`src/rtl/irq_aggregator.sv`:
```
module irq_aggregator #(
  parameter logic [4:0] VERSION  = 5'd0,
  parameter logic [7:0] IMPL_A   = 8'hDF,
  parameter logic [7:0] IMPL_B   = 8'hEF,
  parameter logic [7:0] EN_B_RST = 8'h01,
  parameter int         AW       = 8
) (
  input  logic          clk,
  input  logic          rst_n,
  input  logic [15:0]   evt_i,
  input  logic [AW-1:0] reg_addr,
  input  logic          reg_rd,
  input  logic          reg_wr,
  input  logic [7:0]    reg_wdata,
  output logic [7:0]    reg_rdata,
  output logic          irq_n
);

  localparam logic [AW-1:0] A_VER  = AW'(1);
  localparam logic [AW-1:0] A_STA  = AW'(3);
  localparam logic [AW-1:0] A_STB  = AW'(4);
  localparam logic [AW-1:0] A_ENA  = AW'(5);
  localparam logic [AW-1:0] A_ENB  = AW'(6);
  localparam logic [7:0]    EN_B0  = EN_B_RST & IMPL_B;

  logic [7:0]  st_a, st_b, en_a, en_b;
  logic [15:0] act, act_q;
  logic        irq_q;

  wire rd_sa = reg_rd && (reg_addr == A_STA);
  wire rd_sb = reg_rd && (reg_addr == A_STB);
  wire [7:0] clr_a = rd_sa ? en_a : 8'h00;
  wire [7:0] clr_b = rd_sb ? en_b : 8'h00;

  assign act = {st_b & en_b, st_a & en_a};
  wire fresh = |(act & ~act_q);

  always_ff @(posedge clk or negedge rst_n) begin
    if (!rst_n) begin
      st_a <= 8'h00;
      st_b <= 8'h00;
    end else begin
      st_a <= (st_a & ~clr_a) | (evt_i[7:0]  & IMPL_A);
      st_b <= (st_b & ~clr_b) | (evt_i[15:8] & IMPL_B);
    end
  end

  always_ff @(posedge clk or negedge rst_n) begin
    if (!rst_n) begin
      en_a <= 8'h00;
      en_b <= EN_B0;
    end else if (reg_wr) begin
      if (reg_addr == A_ENA) en_a <= reg_wdata & IMPL_A;
      if (reg_addr == A_ENB) en_b <= reg_wdata & IMPL_B;
    end
  end

  always_ff @(posedge clk or negedge rst_n) begin
    if (!rst_n) begin
      act_q <= '0;
      irq_q <= 1'b0;
    end else begin
      act_q <= act;
      if (fresh)              irq_q <= 1'b1;
      else if (rd_sa || rd_sb) irq_q <= 1'b0;
    end
  end

  assign irq_n = ~irq_q;

  always_ff @(posedge clk or negedge rst_n) begin
    if (!rst_n) reg_rdata <= 8'h00;
    else if (reg_rd) begin
      case (reg_addr)
        A_VER:   reg_rdata <= {3'b000, VERSION};
        A_STA:   reg_rdata <= st_a;
        A_STB:   reg_rdata <= st_b;
        A_ENA:   reg_rdata <= en_a;
        A_ENB:   reg_rdata <= en_b;
        default: reg_rdata <= 8'h00;
      endcase
    end
  end

  assert_evt_latched_R2: assert property (@(posedge clk) disable iff (!rst_n)
    1'b1 |=> (({st_b, st_a} & $past(evt_i & {IMPL_B, IMPL_A})) == $past(evt_i & {IMPL_B, IMPL_A})));

  assert_masked_kept_R5: assert property (@(posedge clk) disable iff (!rst_n)
    rd_sa |=> ((st_a & $past(st_a & ~en_a)) == $past(st_a & ~en_a)));

  assert_enabled_cleared_R5: assert property (@(posedge clk) disable iff (!rst_n)
    (rd_sa && evt_i[7:0] == 8'h00) |=> ((st_a & $past(en_a)) == 8'h00));

  assert_release_on_read_R6: assert property (@(posedge clk) disable iff (!rst_n)
    ((rd_sa || rd_sb) && !fresh) |=> irq_n);

  assert_enabled_event_irq_R3: assert property (@(posedge clk) disable iff (!rst_n)
    fresh |=> !irq_n);

  assert_status_write_ignored_R9: assert property (@(posedge clk) disable iff (!rst_n)
    (reg_wr && !reg_rd && reg_addr == A_STA && evt_i[7:0] == 8'h00) |=> $stable(st_a));

endmodule

```
`config.mk`:
```
export PLATFORM = sky130hd
export DESIGN_NAME = irq_aggregator
export DESIGN_NICKNAME = d
export VERILOG_FILES = /design/src/rtl/irq_aggregator.sv
export SDC_FILE = /design/constraint.sdc
export NUM_CORES = 1
export LEC_CHECK = 0
export ABC_AREA = 1
export BUFFER_PORTS_ARGS = -buffer_cell sky130_fd_sc_hd__buf_2
export CAP_MARGIN = 20
export CORE_ASPECT_RATIO = 0.75
export CORE_MARGIN = 1.5
export CORE_UTILIZATION = 42
export DETAILED_ROUTE_END_ITERATION = 8
export GPL_ROUTABILITY_DRIVEN = 0
export SLEW_MARGIN = 30
export SYNTH_ARGS = -nofsm -noshare
export SYNTH_HDL_FRONTEND = slang
export SYNTH_SLANG_ARGS = --single-unit
```
`constraint.sdc`:
```
create_clock -name clk -period 2.5 [get_ports clk]
set_clock_uncertainty 0.05 [all_clocks]
set_input_delay 0.375 -clock clk [delete_from_list [all_inputs] [get_ports clk]]
set_output_delay 0.375 -clock clk [all_outputs]
set_load 0.03 [all_outputs]
```
==> results of run 1 <==
-- registers in the layout, indices dropped and copies added (netlist names) --
register,cells
reg_rdata,8
st_a,7
st_b,7
irq_q,1
en_b,7
en_a,7
act_q,14
-- metal layers --
metal	wire (um)	GRT usage	part of all wire
met4	78	0.06944	0.015
met3	275	0.03509	0.053
met2	2310	0.2936	0.44
met1	2554	0.2554	0.49
met5	0	0	0
-- synth_stat cells (all sizes together) --
master | instances | share of area
nor2 | 14 | 0.049
nand3 | 25 | 0.052
nand2 | 89 | 0.16
and2 | 2 | 0.0062
dfrtp | 50 | 0.52
dfstp | 1 | 0.011
o21ai | 36 | 0.084
inv | 53 | 0.083
buf | 5 | 0.020
o22ai | 6 | 0.016
-- through the flow --
step / hold slack, ns / setup slack, ns / utilization
after global placement: 0.4078 / 0.8000 / 0.4923
after floorplan: 0.02941 / 1.208 / -
after global routing: 0.1060 / 0.9126 / 0.5139
after detailed placement: 0.4099 / 0.7701 / 0.4923
final: 0.05401 / 1.101 / 0.5139
after CTS: 0.07311 / 1.094 / 0.5139
-- power groups by stage --
stage | registers, mW | clock network [mW] | logic (mW)
2_1_floorplan | 0.899 | 0 | 0.0972
3_3_place_gp | 0.901 | 0 | 0.171
3_5_place_dp | 0.902 | 0 | 0.174
4_1_cts | 0.886 | 0.610 | 0.175
5_1_grt | 0.890 | 0.642 | 0.196
6_report | 0.885 | 0.598 | 0.172
-- final cells by class --
| type | instances | share of cell area |
|---|---|---|
| well taps | 75 | 0.03357 |
| clock inverters | 2 | 0.01253 |
| clock buffers | 6 | 0.02954 |
| flip-flops and latches | 51 | 0.4570 |
| multi-input cells | 172 | 0.3156 |
| inverters | 53 | 0.07117 |
| repair buffers | 44 | 0.08057 |
-- path summary, 6_finish.rpt --
check | to | slack, ns | cells after the start
min in group clk | st_b[1]$_DFF_PN0_ | 0.19 | 3
hold reg to reg | reg_rdata[6]$_DFFE_PN0P_ | 0.43 | 2
setup reg to reg | irq_q$_DFFE_PN0P_ | 1.28 | 6
hold / removal | reg_rdata[3]$_DFFE_PN0P_ | 0.05 | 1
setup / recovery | st_b[0]$_DFF_PN0_ | 1.10 | 8
max in group asynchronous | en_b[0]$_DFFE_PN1P_ | 1.65 | 2
-- cell families (layout without fill, tap and decap cells) --
group / after synthesis / in the layout / synth area share
flip-flops: 51 / 51 / 0.5307
buffers and inverters: 58 / 105 / 0.1029
AO/OA/AOI/OAI: 42 / 42 / 0.09980
AND/OR/NAND/NOR: 130 / 130 / 0.2666
==> impl_metrics.toml, run 1 <==
[die]
io-pin-count = 45
die_w_um = 90.42
rows = 23
core_sq_um = 5439
initial_core_util = 0.4426
fp.dieH_um = 68.57
die_area_sq_um = 6200

[timing]
drv_slew = 0
tightest_slew_ns = 0.6924
fin_crit_sh = 0.5595
slew_headroom = 0.5384
setup_violations = 0
max_freq_mhz = 715.0
min_period_ns = 1.399
hold_viol = 0
setup_tns_ns = 0
rsz0062_at_grt = "no"

[power_and_ir_drop]
p_clk_frac = 0.361
comb_power_share = 0.104
p_seq_frac = 0.535
intPower_mw = 1.250
power.density_nw_per_um2 = 592.2
p_switching_mw = 0.4050
p_leak_nw = 1.537
vdd_drop_max_uv = 316.7
p_total_mw = 1.655
swShare = 0.2446

[route]
wl_per_cell_um = 12.95
vias = 1891
ant_nets = 0
viasPerCell = 4.692
first_pass_iters = 4
drc = 0
drtIter0Drc = 105
finalWirelength_mm = 5.219

[setup_path]
critical_path_required_ns = 2.65
cp_cell_sequence = "buf_2 > inv_1 > nand2_1 > nor2_8 > and2_2 > nand2_4 > o21ai_1 > nand2_1"
arrival_ns = 1.54
timing.rr.start = "en_b[3]$_DFFE_PN0P_"
cpLargestDelayFamily = "simple AND/OR/NAND/NOR gates"
cpMostUsedCell = "nand2_1"
worstPathMaxFanout = 28
timing_worst_setup_path_type = "in -> reg"
cpPeakStageDelay_ns = 0.34
worst_setup_path_start_kind = "input port"
cp-end-kind = "flop"
cp_num_buf_inv = 2
startpoint = "reg_addr[7]"
crit_slowest_cell = "nor2_8"

[cts]
clockRootBuffer = "clkbuf_8"
cts.reportedPaths.clkPinSlew_ns = 0.10
clockBufferDepth = 2
cts_setup_buffers = 0
numCtsBuffers = 5
htree_levels = 2
cts_tree = "yes"
hold_buffers = 0
cts_sinks = 51
clk_latency_ns = 0.30
ctsResizeCount = 0

[grt]
antenna_found_initial = 0
overflow = 0
track_usage = 0.1846
grt_pass1_vias = 1825
grt_max_degree = 32
grt_pass1_wl_mm = 8.652

[placement]
port_buffers = 42
place_inst = 395
placed_cell_area_sq_um = 2678
hpwl_mm = 3.912

[layout]
layout.cells.non_filler = 403
layout_commonest_cell = "nand2_1"
fillerInstances = 559
drive_gt1_frac = 0.2470
seqCellArea_sq_um = 1277
final_cell_mix = "nand2_1, inv_1, dfrtp_1"
fin_nets = 363
multi_input_area_sq_um = 882.1
areaGrowthSynthToFinish_pct = 16.11
diodes = 0
fin_area_sq_um = 2795

[synth]
yosys_register_bits = 51
synth.avg_cell_area_sq_um = 8.567
ys_seq_area_frac = 0.5307
syn_inst = 281
synth_warnings = 0
synth.distinct_cells = 20
synth.net_count = 317
syn-cell-area_sq_um = 2407

[outcome]
status = "finished clean"

[job]
max_cap_violations = 0

[worst_hold_path]
min_path_type = "in -> async"
(Power assumes the default switching activity.)
==> run 2, diff against run 1 <==
- clock period: 2.5 -> 1.4 ns (I/O delays scaled with it)
==> impl_metrics.toml, run 2 (same netlist as run 1, synthesis figures left out) <==
[cts]
cts_sinks = 51
cts.reportedPaths.clkPinSlew_ns = 0.09
clk_latency_ns = 0.31
numCtsBuffers = 5
ctsResizeCount = 0
clockBufferDepth = 2
clockRootBuffer = "clkbuf_8"
cts_tree = "yes"
cts_setup_buffers = 0
htree_levels = 2

[setup_path]
timing.rr.start = "st_a[3]$_DFF_PN0_"
cp_cell_sequence = "nand2_1 > o22ai_1 > nor2_1 > nand2_1 > nor2_1 > nand2_1"
timing_worst_setup_path_type = "reg -> reg"
crit_slowest_cell = "dfrtp_1"
startpoint = "st_a[3]$_DFF_PN0_"
cp_num_buf_inv = 0
worst_setup_path_start_kind = "flop"
cpLargestDelayFamily = "simple AND/OR/NAND/NOR gates"
arrival_ns = 1.32
cpPeakStageDelay_ns = 0.41
worstPathMaxFanout = 3
cp-end-kind = "flop"
critical_path_required_ns = 1.54
cpMostUsedCell = "nand2_1"

[layout]
layout_commonest_cell = "nand2_1"
areaGrowthSynthToFinish_pct = 18.81
fillerInstances = 546
diodes = 0
fin_nets = 368
layout.cells.non_filler = 408
drive_gt1_frac = 0.2553
top_regs = "act_q (14), reg_rdata (8)"
final_cell_mix = "nand2_1, inv_1, dfrtp_1"
top_register = "act_q"
largest_reg_flops = 14

[timing]
setup_violations = 0
slew_headroom = 0.8099
min_period_ns = 1.176
setup_tns_ns = 0
rsz0062_at_grt = "no"
drv_slew = 0
max_freq_mhz = 850.3
hold_viol = 0
tightest_slew_ns = 0.2851
fin_crit_sh = 0.8401

[worst_hold_path]
worstHoldStart = "evt_i[6]"
min_path_type = "in -> reg"

[route]
ant_nets = 0
drtIter0Drc = 83
vias = 1897
drc = 0
wl_per_cell_um = 12.56
first_pass_iters = 4
finalWirelength_mm = 5.123
viasPerCell = 4.650

[die]
io-pin-count = 45
initial_core_util = 0.4426
fp.dieH_um = 68.57
die_area_sq_um = 6200
core_sq_um = 5439
die_w_um = 90.42
rows = 23

[outcome]
status = "finished clean"

[grt]
grt_pass1_vias = 1804
antenna_found_initial = 0
overflow = 0
grt_pass1_wl_mm = 8.756
grt_max_degree = 52
track_usage = 0.1877

[power_and_ir_drop]
p_leak_nw = 1.571
power.density_nw_per_um2 = 1034
vdd_drop_max_uv = 426.3

[placement]
port_buffers = 42
place_inst = 399
hpwl_mm = 3.820

[job]
max_cap_violations = 0
run 2: changes by cell type in the layout (fill, tap and decap cells not counted):
| cell | delta |
|---|---|
| buf_4 | +2 |
| dlygate4sd3_1 | +1 |
| buf_12 | +2 |
run 2: worst paths after layout:
kind	to	slack (ns)	depth (start not counted)
worst min-delay path	st_a[6]$_DFF_PN0_	0.03	3
worst max register to register	irq_q$_DFFE_PN0P_	0.22	6
max in group asynchronous	en_b[0]$_DFFE_PN1P_	0.63	3
min in group asynchronous	reg_rdata[6]$_DFFE_PN0P_	0.38	3
worst max-delay path	irq_q$_DFFE_PN0P_	0.22	6
worst min register to register	reg_rdata[4]$_DFFE_PN0P_	0.43	2
run 2: cell type report:
cell class              count  area, sq um  share of cell area
clock buffers               6        82.58             0.02887
well taps                  75        93.84             0.03281
inverters                  53        198.9             0.06955
multi-input cells         172        882.1              0.3084
repair buffers             49        290.3              0.1015
flip-flops and latches     51         1277              0.4466
clock inverters             2        35.03             0.01225
run 2: layer usage:
layer | share of wire | global-route usage
met1 | 0.50 | 0.2635
met4 | 0.017 | 0.07341
met2 | 0.43 | 0.2926
met5 | 0 | 0
met3 | 0.045 | 0.03509
run 2: timing repair:
action                                  CTS  global route
endpoints found under the setup margin    0             0
hold endpoints to repair                 50             0
hold buffers                              1             0
run 2: per-stage QoR:
step | hold slack, ns | setup WS (ns) | utilization | power [mW] | instance area (sq um)
4_1_cts | 0.02015 | 0.2141 | 0.5259 | 2.995 | 2860
3_5_place_dp | 0.1741 | 0.04043 | 0.5024 | 1.931 | 2733
5_1_grt | 0.02873 | 0.1580 | 0.5259 | 3.112 | 2860
6_report | 0.02723 | 0.2239 | 0.5259 | 2.958 | 2860
3_3_place_gp | 0.1739 | 0.04746 | 0.5024 | 1.923 | 2733
2_1_floorplan | -0.1356 | 0.2727 | - | 1.780 | 2407
run 2: power breakdown:
group / switching [mW] / leakage (nW) / internal, mW
clock network: 0.481 / 0.0612 / 0.579
logic: 0.198 / 1.00 / 0.118
registers: 0.0386 / 0.505 / 1.54
run 2: tightest hold or removal path, delay by kind of cell:
kind | cells | cell delay, ns
buffers and inverters | 2 | 0.10
and+or+nand+nor | 1 | 0.05
